==> src/rtl/txq_pkg.sv <==
// Shared types for the chunk-gated transmit queue.
// Assumes: three control phases are enough to describe the queue.
package txq_pkg;
    typedef enum logic [1:0] {
        TQ_FILL  = 2'd0,  // host may write bytes of the current chunk
        TQ_HOLD  = 2'd1,  // chunk complete, waiting for clear-to-send
        TQ_DRAIN = 2'd2   // handing bytes to the serializer
    } tq_state_e;
endpackage

==> src/rtl/txq_fifo.sv <==
// Byte queue of DEPTH entries with push, pop and an occupancy count.
// Assumes: the controller never pushes when full or pops when empty.
module txq_fifo #(
    parameter int DW    = 8,
    parameter int DEPTH = 4
) (
    input  logic                         clk,
    input  logic                         rst_n,
    input  logic                         push,
    input  logic [DW-1:0]                din,
    input  logic                         pop,
    output logic [DW-1:0]                dout,
    output logic [$clog2(DEPTH+1)-1:0]   count
);
    localparam int PW = (DEPTH > 1) ? $clog2(DEPTH) : 1;
    localparam int CW = $clog2(DEPTH + 1);

    logic [DW-1:0] mem [DEPTH];
    logic [PW-1:0] wr_ptr, rd_ptr;

    function automatic logic [PW-1:0] ptr_next(input logic [PW-1:0] p);
        return (p == PW'(DEPTH - 1)) ? '0 : p + PW'(1);
    endfunction

    // One storage register per entry, written when the write pointer selects it.
    for (genvar gi = 0; gi < DEPTH; gi++) begin : g_entry
        always_ff @(posedge clk) begin
            if (!rst_n)
                mem[gi] <= '0;
            else if (push && wr_ptr == PW'(gi))
                mem[gi] <= din;
        end
    end

    // Advance the pointers and track occupancy.
    always_ff @(posedge clk) begin
        if (!rst_n) begin
            wr_ptr <= '0;
            rd_ptr <= '0;
            count  <= '0;
        end else begin
            if (push) wr_ptr <= ptr_next(wr_ptr);
            if (pop)  rd_ptr <= ptr_next(rd_ptr);
            case ({push, pop})
                2'b10:   count <= count + CW'(1);
                2'b01:   count <= count - CW'(1);
                default: count <= count;
            endcase
        end
    end

    assign dout = mem[rd_ptr];
endmodule

==> src/rtl/txq_chunk_ctrl.sv <==
// Chunk sequencer. It gates host writes into the queue, detects a completed
// chunk, waits for clear-to-send and drains the chunk to the serializer.
// Assumes: count comes from the queue this block controls.
module txq_chunk_ctrl
    import txq_pkg::*;
#(
    parameter int DEPTH = 4,
    parameter int LEN_W = 6
) (
    input  logic                        clk,
    input  logic                        rst_n,
    input  logic                        wr_en,
    input  logic                        blk_load,
    input  logic [LEN_W-1:0]            blk_m,
    input  logic                        pkt_idle,
    input  logic                        fifo_off,
    input  logic                        cts_n,
    input  logic                        tx_en,
    input  logic                        ser_ready,
    input  logic                        ovr_clr,
    input  logic [$clog2(DEPTH+1)-1:0]  count,
    output logic                        push,
    output logic                        pop,
    output logic                        load_ok,
    output logic                        overrun,
    output tq_state_e                   st
);
    localparam int CW    = $clog2(DEPTH + 1);
    localparam int REM_W = LEN_W + 1;

    logic [REM_W-1:0] rem;       // bytes of the packet not yet written
    logic [CW-1:0]    chunk_sz;  // bytes per chunk in the current mode
    logic             chunk_end; // this push completes the chunk

    // Decide which requests are accepted this cycle.
    always_comb begin
        chunk_sz  = fifo_off ? CW'(1) : CW'(DEPTH);
        load_ok   = blk_load && st == TQ_FILL && count == '0 && pkt_idle;
        push      = wr_en && !blk_load && st == TQ_FILL && rem != '0;
        chunk_end = push && (rem == REM_W'(1) || count + CW'(1) == chunk_sz);
        pop       = st == TQ_DRAIN && count != '0 && ser_ready;
    end

    // Track how many bytes of the packet the host still owes.
    always_ff @(posedge clk) begin
        if (!rst_n)
            rem <= '0;
        else if (load_ok)
            rem <= {1'b0, blk_m} + REM_W'(1);
        else if (push)
            rem <= rem - REM_W'(1);
    end

    // Phase sequencing: fill, hold for clear-to-send, drain to empty.
    always_ff @(posedge clk) begin
        if (!rst_n) begin
            st <= TQ_FILL;
        end else begin
            case (st)
                TQ_FILL:  if (chunk_end) st <= TQ_HOLD;
                TQ_HOLD:  if (!cts_n && tx_en) st <= TQ_DRAIN;
                TQ_DRAIN: if (pop && count == CW'(1)) st <= TQ_FILL;
                default:  st <= TQ_FILL;
            endcase
        end
    end

    // Sticky record of dropped writes; a new drop wins over a clear.
    always_ff @(posedge clk) begin
        if (!rst_n)
            overrun <= 1'b0;
        else if (wr_en && !push)
            overrun <= 1'b1;
        else if (ovr_clr)
            overrun <= 1'b0;
    end
endmodule

==> src/rtl/txq_pkt_cnt.sv <==
// Counts the packet's bytes that the serializer has not yet finished, and
// pulses pkt_done when the last one is reported.
// Assumes: ser_done pulses once per byte, after that byte's stop bits.
module txq_pkt_cnt #(
    parameter int LEN_W = 6
) (
    input  logic             clk,
    input  logic             rst_n,
    input  logic             load,
    input  logic [LEN_W-1:0] blk_m,
    input  logic             ser_done,
    output logic             idle,
    output logic             pkt_done
);
    localparam int LW = LEN_W + 1;

    logic [LW-1:0] left;

    // Load the packet size and count down on each finished byte.
    always_ff @(posedge clk) begin
        if (!rst_n)
            left <= '0;
        else if (load)
            left <= {1'b0, blk_m} + LW'(1);
        else if (ser_done && left != '0)
            left <= left - LW'(1);
    end

    // One-cycle pulse after the final byte finishes.
    always_ff @(posedge clk) begin
        if (!rst_n)
            pkt_done <= 1'b0;
        else
            pkt_done <= ser_done && !load && left == LW'(1);
    end

    assign idle = (left == '0);
endmodule

==> src/rtl/txq_ctrl.sv <==
// Top of the chunk-gated transmit queue. It ties the queue, the chunk
// sequencer and the packet counter together, and forms the interrupt and
// the auxiliary pin.
// Assumes: all inputs are synchronous to clk.
module txq_ctrl
    import txq_pkg::*;
#(
    parameter int DW    = 8,
    parameter int DEPTH = 4,
    parameter int LEN_W = 6
) (
    input  logic             clk,
    input  logic             rst_n,
    input  logic             blk_load,
    input  logic [LEN_W-1:0] blk_m,
    input  logic             wr_en,
    input  logic [DW-1:0]    wr_data,
    input  logic             fifo_off,
    input  logic             cts_n,
    input  logic             tx_en,
    input  logic             ser_ready,
    input  logic             ser_done,
    output logic             ser_load,
    output logic [DW-1:0]    ser_data,
    output logic             buf_empty,
    input  logic             irq_act_hi,
    output logic             irq,
    output logic             overrun,
    input  logic             ovr_clr,
    output logic             pkt_done,
    input  logic             aux_sel,
    input  logic             aux_level,
    output logic             aux_pin
);
    localparam int CW = $clog2(DEPTH + 1);

    logic          push, pop, load_ok, pkt_idle;
    logic [CW-1:0] count;
    tq_state_e     st;

    txq_fifo #(.DW(DW), .DEPTH(DEPTH)) u_fifo (
        .clk   (clk),
        .rst_n (rst_n),
        .push  (push),
        .din   (wr_data),
        .pop   (pop),
        .dout  (ser_data),
        .count (count)
    );

    txq_chunk_ctrl #(.DEPTH(DEPTH), .LEN_W(LEN_W)) u_ctl (
        .clk       (clk),
        .rst_n     (rst_n),
        .wr_en     (wr_en),
        .blk_load  (blk_load),
        .blk_m     (blk_m),
        .pkt_idle  (pkt_idle),
        .fifo_off  (fifo_off),
        .cts_n     (cts_n),
        .tx_en     (tx_en),
        .ser_ready (ser_ready),
        .ovr_clr   (ovr_clr),
        .count     (count),
        .push      (push),
        .pop       (pop),
        .load_ok   (load_ok),
        .overrun   (overrun),
        .st        (st)
    );

    txq_pkt_cnt #(.LEN_W(LEN_W)) u_pkt (
        .clk      (clk),
        .rst_n    (rst_n),
        .load     (load_ok),
        .blk_m    (blk_m),
        .ser_done (ser_done),
        .idle     (pkt_idle),
        .pkt_done (pkt_done)
    );

    // Status, interrupt polarity and pin routing.
    always_comb begin
        ser_load  = pop;
        buf_empty = (count == '0);
        irq       = irq_act_hi ? buf_empty : !buf_empty;
        aux_pin   = aux_sel ? pkt_done : aux_level;
    end
endmodule

==> config.mk <==
export PLATFORM = sky130hd
export DESIGN_NAME = txq_ctrl
export DESIGN_NICKNAME = d
export VERILOG_FILES = /design/src/rtl/txq_pkg.sv /design/src/rtl/txq_fifo.sv /design/src/rtl/txq_chunk_ctrl.sv /design/src/rtl/txq_pkt_cnt.sv /design/src/rtl/txq_ctrl.sv
export SDC_FILE = /design/constraint.sdc
export NUM_CORES = 1
export LEC_CHECK = 0
export BUFFER_PORTS_ARGS = -buffer_cell sky130_fd_sc_hd__buf_2
export CORE_ASPECT_RATIO = 1.1
export CORE_UTILIZATION = 55
export DETAILED_ROUTE_END_ITERATION = 10
export PLACE_DENSITY = 0.75
export SLEW_MARGIN = 20
export SYNTH_ARGS = -nofsm -noshare
export SYNTH_HDL_FRONTEND = slang
export SYNTH_SLANG_ARGS = --single-unit
export TNS_END_PERCENT = 5
==> constraint.sdc <==
create_clock -name clk -period 4.28 [get_ports clk]
set_input_delay 0.428 -clock clk [delete_from_list [all_inputs] [get_ports clk]]
set_output_delay 0.428 -clock clk [all_outputs]
set_load 0.03 [all_outputs]
==> impl_metrics.toml <==
[setup_path]
crit_top_cell = "a21oi_1"
cp-start-kind = "flip-flop"
cp_max_fo = 12
crit_type = "flip-flop to flip-flop"
critPathSlowestCell = "a21oi_1"
path_cells = "or4b_1 > a21oi_1 > inv_2 > ha_1 > or3_1 > a21oi_1"
crit_arrival_ns = 3.22
worstSetupEndpointType = "flip-flop"
slowest_delay_ns = 0.71
r2r_slack_ns = 1.29
critPathRequiredTime_ns = 4.52

[global_routing]
antenna_found_initial = 0
grt_overflow = 0
first_global_vias = 2056
grt.total_usage_pct = 22.30
grt_max_degree = 20
grt_pass1_wl_mm = 9.480

[floorplan]
start_util_pct = 58.38
fp.dieH_um = 79.43
ios = 41
core_mm2 = 0.005135
die_area_mm2 = 0.005750
rows = 27
dieWidth_um = 72.39

[detailed_routing]
vias_per_cell = 5.544
finalWirelength_mm = 5.769
dr_total_vias = 2151
drc = 0
drt_first_pass_iters = 4
ant_nets = 0
wl_per_cell_um = 14.87
initialDrtViolationCount = 110

[sta]
setup_violations = 0
fin_setup_tns_ns = 0
grt_setup_unrepaired = "no"
tightest_slew_ns = 0.8544
fmax_ghz = 0.3349
finalCritPeriodShare_pct = 69.76
post-route-worst-setup-slack_ns = 1.294
relSlewSlack_pct = 43.04
hold_violations = 0
fin_crit_ns = 2.986
fin_worst_skew_ns = 0.01006
finalMaxSlewViolations = 0
whs_ns = 0.3424

[layout]
drive_above_1_share_pct = 23.10
multi_input_area_mm2 = 0.001418
seq_area_mm2 = 0.001501
area_growth_pct = 14.27
instances_no_fill = 388
final_area_mm2 = 0.003426
nets = 353
fin_util_pct = 66.72
nFillCells = 428
antennaDiodeCount = 0

[synthesis]
synth_area_leaders = "edfxtp_1 32%, dfxtp_1 18%, and2_1 6.7%"
synthFlopType = "edfxtp_1"
synth_top_area_share_pct = 32.05
ys_ff_latch = 59
synthTopCellsByCount = "32 x and2_1, 32 x edfxtp_1, 27 x dfxtp_1"
ys_async_sr_fraction_pct = 0
yosys.area.top_type = "edfxtp_1"
synth_fp_nets = 309
syn_area_per_cell_um2 = 11.23
ys_seq_area_share_pct = 50.08
syn_area_mm2 = 0.002998
synth_edf_count = 32
ys_warn_count = 0
syn_inst = 267
synth_cell_types = 46

[placed_design]
dpl_cell_area_mm2 = 0.003254
hpwl_mm = 4.102
dp_cells = 372
port_buffers = 40
dp_slack_ns = 1.201
gp_congestion = 0.8139

[pwr]
clkPwrFrac_pct = 23.1
p_total_mw = 1.917
cellInternalPower_mw = 1.217
peakVddDrop_uv = 326.5
p_leak_nw = 1.356
swShare_pct = 36.51
powerDensity_mw_per_mm2 = 559.6
seqPwrFrac_pct = 40.4
net-switching-power_mw = 0.6998
p_comb_share_pct = 36.5

[clock_tree]
clkLatencyLatePin_ns = 0.34
hold_buffers = 0
cts_resized = 0
clk_root_buffer_cell = "clkbuf_8"
clk_pin_slew_ns = 0.06
clock-sinks = 59
clk_path_buf_depth = 2
cts_buffers = 9
cts_setup_buffers = 0
ctsHtreeMaxLevel = 3
tritoncts = "built"

[worst_hold_path]
hp-class = "primary input to flip-flop"

[status]
status = "completed"

[job]
maxCapViolations = 0
==> layout make-up <==
type,count,share of cell area (%)
sequential,59,43.83
multi-input combinational,189,41.38
timing repair buffer,40,5.844
clock buffer,11,4.127
tap,72,2.630
inverter,12,1.315
clock inverter,5,0.8766
==> power groups by stage <==
| stage | combinational, mW | sequential, mW | clock (mW) |
|---|---|---|---|
| final | 0.700 | 0.775 | 0.442 |
| after global routing | 0.777 | 0.789 | 0.474 |
| after CTS | 0.702 | 0.774 | 0.451 |
| after detailed placement | 0.696 | 0.786 | 0 |
| after global placement | 0.688 | 0.783 | 0 |
| after floorplan | 0.561 | 0.770 | 0 |
==> path summary, 6_finish.rpt <==
| path | cells past startpoint | from | endpoint |
|---|---|---|---|
| setup / recovery | 6 | u_ctl.st[1]$_SDFFE_PN0P_ | u_fifo.count[2]$_SDFFE_PN0P_ |
| hold / removal | 3 | wr_en | u_ctl.overrun$_SDFFE_PN0P_ |
| setup reg to reg | 6 | u_ctl.st[1]$_SDFFE_PN0P_ | u_fifo.count[2]$_SDFFE_PN0P_ |
| hold reg to reg | 2 | u_ctl.rem[6]$_SDFFE_PN0P_ | u_ctl.rem[6]$_SDFFE_PN0P_ |
==> cell usage in the layout, fill, tap and decap left out, drive strengths merged, types with 6 or more instances in the layout <==
cell type  count
buf           40
and2          32
edfxtp        32
dfxtp         27
nand2         17
ha            15
a21oi         14
nor2          13
nand3         11
inv           11
clkbuf        11
mux4           8
xnor2          6
o21ai          6
or3            6
==> cells by family after synthesis <==
group           Yosys count  share of synthesized area [%]
compound gates           41                          9.141
mux                      14                          8.097
xor+xnor                 10                          2.921
flops                    59                          50.08
buf+inv                  19                          2.629
simple gates            109                          20.87
fa+ha+maj                15                          6.260
==> registers in the layout, summed over array words and instances (netlist names), named ones only <==
signal          cells
u_ctl.overrun       1
u_ctl.rem           7
u_ctl.st            2
u_fifo.count        3
u_fifo.mem         32
u_fifo.rd_ptr       2
u_fifo.wr_ptr       2
u_pkt.left          7
u_pkt.pkt_done      1
==> routing by layer <==
layer / routed length, µm / global-route usage [%]
met5: 0 / 0
met1: 2564 / 25.23
met3: 194 / 5.303
met4: 95 / 10.20
met2: 2915 / 39.44
==> worst max-delay path: cells and delay by family, from the launching register on <==
| kind | cells | cell delay, ns |
|---|---|---|
| DFF | 1 | 0.34 |
| and+or+nand+nor | 2 | 1.02 |
| adders and majority gates | 1 | 0.42 |
| buffers and inverters | 1 | 0.24 |
| AOI/OAI and AO/OA | 2 | 0.87 |
Power figures use the tool's default switching activity.
